`config.mk`:
```
export PLATFORM = sky130hd
export DESIGN_NAME = vco_band_cal
export DESIGN_NICKNAME = d
export VERILOG_FILES = /design/src/rtl/vco_cal_pkg.sv /design/src/rtl/vco_cal_edge_cnt.sv /design/src/rtl/vco_cal_timer.sv /design/src/rtl/vco_cal_sar.sv /design/src/rtl/vco_band_cal.sv
export SDC_FILE = /design/constraint.sdc
export NUM_CORES = 1
export LEC_CHECK = 0
export ABC_CLOCK_PERIOD_IN_PS = 4300
export BUFFER_PORTS_ARGS = -buffer_cell sky130_fd_sc_hd__clkbuf_2
export CORE_UTILIZATION = 43
export CTS_CLUSTER_DIAMETER = 150
export DETAILED_ROUTE_END_ITERATION = 10
export PLACE_DENSITY = 0.66
export SLEW_MARGIN = 20
export SYNTH_ARGS = -nofsm -noshare
export SYNTH_HDL_FRONTEND = slang
export SYNTH_SLANG_ARGS = --single-unit
```
`constraint.sdc`:
```
create_clock -name clk -period 4.3 [get_ports clk]
set_input_delay 0.215 -clock clk [delete_from_list [all_inputs] [get_ports clk]]
set_output_delay 0.215 -clock clk [all_outputs]
set_load 0.01 [all_outputs]
```
`src/rtl/vco_cal_pkg.sv`:
```
package vco_cal_pkg;
   typedef enum logic [2:0] {
      ST_IDLE    = 3'd0,
      ST_SETTLE  = 3'd1,
      ST_MEASURE = 3'd2,
      ST_DECIDE  = 3'd3,
      ST_LOCKED  = 3'd4
   } cal_state_t;
endpackage

```
`src/rtl/vco_cal_edge_cnt.sv`:
```
module vco_cal_edge_cnt #(
   parameter int CNT_W       = 16,
   parameter int SYNC_STAGES = 2,
   parameter bit SATURATE    = 1'b1
) (
   input  logic             clk,
   input  logic             rst_n,
   input  logic             fb_clk,
   input  logic             clr,
   input  logic             en,
   output logic [CNT_W-1:0] count
);
   localparam logic [CNT_W-1:0] CMAX = {CNT_W{1'b1}};

   logic [SYNC_STAGES-1:0] sync_q;
   logic                   prev_q;
   logic                   rise;
   logic [CNT_W-1:0]       count_inc;

   generate
      if (SYNC_STAGES < 2) begin : g_bad_sync
         $error("SYNC_STAGES must be at least 2");
      end
      if (SATURATE) begin : g_sat
         assign count_inc = (count == CMAX) ? count : count + 1'b1;
      end else begin : g_wrap
         assign count_inc = count + 1'b1;
      end
   endgenerate

   always_ff @(posedge clk or negedge rst_n) begin
      if (!rst_n) begin
         sync_q <= '0;
         prev_q <= 1'b0;
      end else begin
         sync_q <= {sync_q[SYNC_STAGES-2:0], fb_clk};
         prev_q <= sync_q[SYNC_STAGES-1];
      end
   end

   assign rise = sync_q[SYNC_STAGES-1] & ~prev_q;

   always_ff @(posedge clk or negedge rst_n) begin
      if (!rst_n)          count <= '0;
      else if (clr)        count <= '0;
      else if (en && rise) count <= count_inc;
   end
endmodule

```
`src/rtl/vco_cal_timer.sv`:
```
module vco_cal_timer #(
   parameter int TMR_W = 16
) (
   input  logic             clk,
   input  logic             rst_n,
   input  logic             load,
   input  logic [TMR_W-1:0] cycles,
   output logic             expired
);
   logic [TMR_W-1:0] remain_q;
   logic [TMR_W-1:0] load_val;

   assign load_val = (cycles == '0) ? '0 : cycles - 1'b1;

   always_ff @(posedge clk or negedge rst_n) begin
      if (!rst_n)                remain_q <= '0;
      else if (load)             remain_q <= load_val;
      else if (remain_q != '0)   remain_q <= remain_q - 1'b1;
   end

   assign expired = (remain_q == '0);
endmodule

```
`src/rtl/vco_cal_sar.sv`:
```
module vco_cal_sar #(
   parameter int CODE_W = 7
) (
   input  logic              clk,
   input  logic              rst_n,
   input  logic              init,
   input  logic              decide,
   input  logic              keep,
   output logic [CODE_W-1:0] code,
   output logic              last
);
   localparam logic [CODE_W-1:0] MID = {1'b1, {(CODE_W-1){1'b0}}};

   logic [CODE_W-1:0] mask_q;
   logic [CODE_W-1:0] kept;

   assign kept = keep ? code : (code & ~mask_q);
   assign last = mask_q[0];

   always_ff @(posedge clk or negedge rst_n) begin
      if (!rst_n) begin
         code   <= MID;
         mask_q <= MID;
      end else if (init) begin
         code   <= MID;
         mask_q <= MID;
      end else if (decide) begin
         code   <= kept | (mask_q >> 1);
         mask_q <= mask_q >> 1;
      end
   end
endmodule

```
`src/rtl/vco_band_cal.sv`:
```
module vco_band_cal #(
   parameter int CODE_W      = 7,
   parameter int CNT_W       = 16,
   parameter int TMR_W       = 16,
   parameter int SYNC_STAGES = 2
) (
   input  logic              clk,
   input  logic              rst_n,
   input  logic              cal_start,
   input  logic [TMR_W-1:0]  settle_cycles,
   input  logic [TMR_W-1:0]  window_cycles,
   input  logic [CNT_W-1:0]  target,
   input  logic              fb_clk,
   output logic [CODE_W-1:0] band_code,
   output logic              cal_done,
   output logic              loop_en
);
   import vco_cal_pkg::*;

   generate
      if (CODE_W < 2) begin : g_bad_code
         $error("CODE_W must be at least 2");
      end
      if (CNT_W < 2 || TMR_W < 2) begin : g_bad_width
         $error("CNT_W and TMR_W must be at least 2");
      end
   endgenerate

   cal_state_t       state_q;
   logic             tmr_load;
   logic [TMR_W-1:0] tmr_cycles;
   logic             tmr_expired;
   logic             cnt_clr;
   logic             cnt_en;
   logic [CNT_W-1:0] meas_cnt;
   logic             sar_decide;
   logic             sar_last;
   logic             keep_bit;

   assign keep_bit   = meas_cnt > target;
   assign cnt_en     = (state_q == ST_MEASURE);
   assign sar_decide = (state_q == ST_DECIDE) && !cal_start;

   always_comb begin
      tmr_load   = 1'b0;
      tmr_cycles = settle_cycles;
      cnt_clr    = 1'b0;
      if (cal_start) begin
         tmr_load = 1'b1;
      end else if (state_q == ST_SETTLE && tmr_expired) begin
         tmr_load   = 1'b1;
         tmr_cycles = window_cycles;
         cnt_clr    = 1'b1;
      end else if (state_q == ST_DECIDE && !sar_last) begin
         tmr_load = 1'b1;
      end
   end

   always_ff @(posedge clk or negedge rst_n) begin
      if (!rst_n) begin
         state_q  <= ST_IDLE;
         cal_done <= 1'b0;
         loop_en  <= 1'b0;
      end else if (cal_start) begin
         state_q  <= ST_SETTLE;
         cal_done <= 1'b0;
         loop_en  <= 1'b0;
      end else begin
         unique case (state_q)
            ST_SETTLE:  if (tmr_expired) state_q <= ST_MEASURE;
            ST_MEASURE: if (tmr_expired) state_q <= ST_DECIDE;
            ST_DECIDE: begin
               if (sar_last) begin
                  state_q  <= ST_LOCKED;
                  cal_done <= 1'b1;
                  loop_en  <= 1'b1;
               end else begin
                  state_q <= ST_SETTLE;
               end
            end
            default: state_q <= state_q;
         endcase
      end
   end

   vco_cal_timer #(.TMR_W(TMR_W)) u_timer (
      .clk     (clk),
      .rst_n   (rst_n),
      .load    (tmr_load),
      .cycles  (tmr_cycles),
      .expired (tmr_expired)
   );

   vco_cal_edge_cnt #(.CNT_W(CNT_W), .SYNC_STAGES(SYNC_STAGES), .SATURATE(1'b1)) u_edge_cnt (
      .clk    (clk),
      .rst_n  (rst_n),
      .fb_clk (fb_clk),
      .clr    (cnt_clr),
      .en     (cnt_en),
      .count  (meas_cnt)
   );

   vco_cal_sar #(.CODE_W(CODE_W)) u_sar (
      .clk    (clk),
      .rst_n  (rst_n),
      .init   (cal_start),
      .decide (sar_decide),
      .keep   (keep_bit),
      .code   (band_code),
      .last   (sar_last)
   );
endmodule

```
# Yosys cells after proc, flatten, opt, wreduce, memory -nomap -nowiden
# Index checks and enable logic that the tools add are counted.
[totals]
reg_bits = 53
latchBits = 0
ramBits = 0
mem_bits_ro = 0
out_inout_bits = 9
memories = 0
[classes]
addsub = 3
n_mul = 0
n_div = 0
n_lt_le_gt_ge = 1
n_eq_ne = 7
shift = 0
muxes = 26
bitwise = 5
reduce_logical = 18
[ops]
columns = ["cell", "n"]
rows = [
  ["$mux W16", 8],
  ["$mux W7", 5],
  ["$logic_not A16 Y1", 2],
  ["$sub A16 B1 Y16 const B", 2],
  ["$add A16 B1 Y16 const B", 1],
  ["$eq A16 B16 Y1 const B", 1],
  ["$gt A16 B16 Y1", 1],
  ["$reduce_bool A16 Y1", 1],
  ["$mux W3", 4],
  ["$reduce_bool A2 Y1", 5],
  ["$pmux W3 S3", 1],
  ["$mux W1", 8],
  ["$and A7 B7 Y7", 1],
  ["$not A7 Y7", 1],
  ["$or A7 B6 Y7", 1],
  ["$eq A3 B2 Y1 const B", 2],
  ["$ne A3 B3 Y1 const B", 2],
  ["$logic_and A1 B1 Y1", 4],
  ["$reduce_and A2 Y1", 2],
  ["$reduce_bool A4 Y1", 1],
  ["$eq A3 B1 Y1 const B", 1],
  ["$reduce_and A3 Y1", 1],
  ["$logic_not A1 Y1", 2],
  ["$ne A2 B2 Y1 const B", 1],
  ["other kinds (2)", 2],
]

# Longest topological paths before layout
[depth]
depth_word = 7
mapped_depth = 16
ltp_nobuf = 13

# Cells and area by module
# A second synthesis with hierarchy kept.
[hier_totals]
hier_cells = 387
area_unflattened_um2 = 3662.3
[modules_own_cells]
columns = ["mod", "n_inst", "cells_per_inst", "area_each_um2"]
rows = [
  ["vco_cal_timer", 1, 133, 1213.7],
  ["vco_cal_edge_cnt", 1, 101, 975.9],
  ["vco_band_cal", 1, 101, 887.1],
  ["vco_cal_sar", 1, 52, 585.6],
]

# Worst setup path before layout
# OpenSTA, ideal clock, no wires.
[synth_timing]
path_type = "register -> register"
startpoint = "reg u_timer.remain_q[0]"
endpoint = "reg u_timer.remain_q[10]"
setup_ns = 0.140
t_arrival_ns = 4.057
required_time_ns = 4.160
path_slack_ns = 0.103
path_stages_with_launch = 17
path_buffers = 3
synth_period_minus_slack_ns = 4.197
cell_sequence = "dfrtp_1 -> inv_1 -> ha_1 -> nor4b_1 -> nand4_2 -> or4_4 -> buf_2 -> buf_6 -> mux2i_1 -> ha_1 -> or4b_1 -> nand4bb_1 -> nor3_1 -> nand2_1 -> a31oi_1 -> buf_2 -> o22ai_1"
[synth_between]
elab_chain_cells = 7
elab_cells_between_ends = 14
classes_between = "add/sub: 2; mux: 7; reduce/logical: 5"
[synth_rtl]
columns = ["element", "line_no", "text"]
rows = [
  ["start, declared", "vco_cal_timer.sv:10", "logic [TMR_W-1:0] remain_q;"],
  ["start signal, assigned", "vco_cal_timer.sv:17", "else if (load) remain_q <= load_val;"],
  ["start signal, assigned", "vco_cal_timer.sv:18", "else if (remain_q != '0) remain_q <= remain_q - 1'b1;"],
  ["$logic_not A16 Y1", "vco_cal_timer.sv:21", "assign expired = (remain_q == '0);"],
  ["$logic_and A1 B1 Y1", "vco_band_cal.sv:50", "end else if (state_q == ST_SETTLE && tmr_expired) begin"],
  ["$mux W16", "vco_band_cal.sv:50", ""],
  ["$mux W16", "vco_band_cal.sv:48", "if (cal_start) begin"],
  ["$sub A16 B1 Y16 or $logic_not A16 Y1 (tied branches)", "vco_cal_timer.sv:13", "assign load_val = (cycles == '0) ? '0 : cycles - 1'b1;"],
  ["$mux W16", "vco_cal_timer.sv:13", ""],
  ["$mux W16", "vco_cal_timer.sv:17", ""],
]
# Several ways; a longest one is shown, not always the timed one. The select of a mux whose other input is x is not followed.
# A chain may end at the register's enable or synchronous reset.

# Worst setup path after layout
[layout_timing]
startpoint = "reg u_timer.remain_q[10]"
endpoint = "reg u_timer.remain_q[11]"
# The elaborated chain is that of the path after synthesis.

==> impl_metrics.tcl <==
set metrics [dict create \
    outcome "completed" \
    clk_path_buf_depth 2 \
    grt_max_degree 54 \
    grt_pass1_wl_mm 14.0 \
    regArea_sq_um 1330 \
    syn_area_sq_um 3680 \
    cts-htree-levels 2 \
    wire_per_inst_um 13.7 \
    antennaDiodeCount 0 \
    cp-startpoint "u_timer.remain_q[10]" \
    cts-root-buf "clkbuf_8" \
    rows 33 \
    multi_input_area_sq_um 2230 \
    slew_headroom_pct 39.9 \
    drv_slew 0 \
    grt_use_total_pct 19.8 \
    postRouteAntennaNets 0 \
    synth_edf_count 0 \
    design.core.area_sq_um 8260 \
    seq_area_frac_synth_pct 36.1 \
    syn_avg_cell_area_sq_um 8.81 \
    skew_ns 0.0118 \
    clock-sinks 53 \
    r2r_start "u_timer.remain_q[10]" \
    crit_fanout 11 \
    io_pins 61 \
    dr_total_vias 3186 \
    vias_per_cell 5.41 \
    fin_crit_sh_pct 92.1 \
    crit_path_start_kind "register" \
    postCtsSetupRepairBufs 0 \
    drive_gt1_share_pct 18.6 \
    ys_ff_latch 53 \
    power.leakage_uw 0.00182 \
    clk_latency_ns 0.31 \
    die_h_um 94.5 \
    cp-end-kind "register" \
    syn_inst 418 \
    synthArstFlopShare_pct 100 \
    max-cap-violations 0 \
    path_clk_slew_ns 0.09 \
    wl_mm 8.10 \
    synth_nets 490 \
    drcViolationCount 0 \
    yosysWarnings 0 \
    power.total_uw 1050 \
    r2r_cells 12 \
    cts_tree "yes" \
    ys.flop_type "dfrtp_1" \
    finalHoldViolCount 0 \
    fmaxAchievable_ghz 0.252 \
    worst_slew_pin_slew_ns 0.896 \
    cts_buffers 5 \
    gp_congestion 0.870 \
    fillers 789 \
    cts_hold_buf 0 \
    setup_viol 0 \
    antenna_found_initial 0 \
    mostFrequentLayoutCells "60 x clkbuf_2, 51 x dfrtp_1, 42 x nand2_1" \
    final_common_cell "clkbuf_2" \
    fin_nets 555 \
    drt_iter0_drc 153 \
    grt-ovfl-total 0 \
    final.setup.tns_ns 0 \
    vdd_ir_drop_max_v 0.000110 \
    critPathKind "reg2reg" \
    worstPathArrival_ns 4.12 \
    grt_pass1_vias 3049 \
    cp.required_ns 4.46 \
    portBuffers 60 \
    floorplan.initialDensity_pct 44.6 \
    cts_resized 0 \
    rsz0062_at_grt "no" \
    dr.pass1.iters 4 \
    timing.final.crit_period_ns 3.96 \
    dp_hpwl_mm 6.30 \
    syn_to_final_growth_pct 14.7 \
    power_density_nw_per_um2 249 \
    fp.dieArea_sq_um 8930 \
    dieWidth_um 94.5 \
    hold_path_class "in2async" \
    synth_cell_types 55 \
]
-- critical path, cell delays in order (launching register included) --
cell and delay [ns]:
dfrtp_1 0.42, nor4_1 0.58, nand4_2 0.17, or4_4 0.48, mux2i_1 0.21, ha_1 0.29
or4b_1 0.57, nand4bb_1 0.31, nor3_2 0.23, nand2_1 0.08, a31oi_1 0.17, buf_4 0.21
o22ai_1 0.11
-- synth_stat cells, drive strengths merged, types with 4 or more instances --
| library cell | instances | area (sq um) |
|---|---|---|
| inv | 20 | 75.1 |
| nand2 | 42 | 158 |
| or3 | 5 | 36.3 |
| a21o | 4 | 30.0 |
| nor4 | 12 | 105 |
| xnor2 | 21 | 184 |
| nor2 | 41 | 154 |
| clkbuf | 6 | 22.5 |
| o21ai | 13 | 65.1 |
| a21oi | 22 | 110 |
| nand2b | 5 | 31.3 |
| nand4 | 13 | 87.6 |
| buf | 5 | 32.5 |
| ha | 20 | 250 |
| dfrtp | 51 | 1280 |
| nor3 | 24 | 120 |
| nor3b | 5 | 37.5 |
| o31ai | 6 | 45.0 |
| nand3 | 10 | 50.1 |
| mux2i | 5 | 50.1 |
| xor2 | 30 | 263 |
| nor2b | 5 | 31.3 |
| or4 | 5 | 45.0 |
| o22ai | 12 | 81.3 |
-- routing by layer --
layer	GRT usage (%)	share of wire, %
met1	27.7	47
met2	32.9	48
met3	1.77	3.4
met4	5.05	1.1
met5	0	0
-- area by class of cell --
cell class / instances / area share, %
well taps: 105 / 3.11
clock inverters: 1 / 0.178
repair buffers: 69 / 8.71
multi-input cells: 334 / 52.9
flip-flops and latches: 53 / 31.5
clock buffers: 7 / 1.81
inverters: 20 / 1.78
-- sequential cells by signal, summed over array words and instances, names as in the netlist --
name               flops
u_edge_cnt.count      16
state_q                3
u_sar.code             7
u_edge_cnt.sync_q      2
u_sar.mask_q           7
loop_en                1
u_edge_cnt.prev_q      1
u_timer.remain_q      16
-- power by group --
| part | switching, uW | total, uW | internal [uW] |
|---|---|---|---|
| Clock | 159 | 274 | 116 |
| Combinational | 113 | 212 | 99.1 |
| Sequential | 36.9 | 564 | 527 |
| Total | 308 | 1050 | 742 |
-- metrics by stage --
| step | util [%] | setup slack, ns | instance area (sq um) | cells | hold WS [ns] |
|---|---|---|---|---|---|
| after detailed placement | 50.0 | 0.168 | 4130 | 581 | 0.333 |
| after global placement | 50.0 | 0.354 | 4130 | 581 | 0.333 |
| after CTS | 51.0 | 0.146 | 4210 | 589 | 0.00434 |
| after global routing | 51.1 | 0.0682 | 4220 | 589 | 0.00963 |
| after floorplan | - | 0.103 | 3680 | 418 | -0.0806 |
| final | 51.1 | 0.339 | 4220 | 589 | 0.00821 |
-- cell families after synthesis --
logic type      count (synthesis)  share of synthesized area, %
simple gates                  182                          26.6
compound gates                 74                          12.9
flops                          53                          36.1
xor+xnor                       51                          12.1
buf+inv                        31                          3.53
fa+ha+maj                      20                          6.80
mux                             7                          1.97
-- path summary, 6_finish.rpt --
kind | endpoint | slack (ns)
hold / removal | u_sar.code[1] | 0.008
setup / recovery | u_timer.remain_q[11] | 0.34
hold reg to reg | u_edge_cnt.sync_q[1] | 0.36
min in group clk | u_edge_cnt.sync_q[0] | 0.01
max in group asynchronous | u_timer.remain_q[10] | 3.85
setup reg to reg | u_timer.remain_q[11] | 0.34
Note: power is estimated with default switching activity, not from simulation.
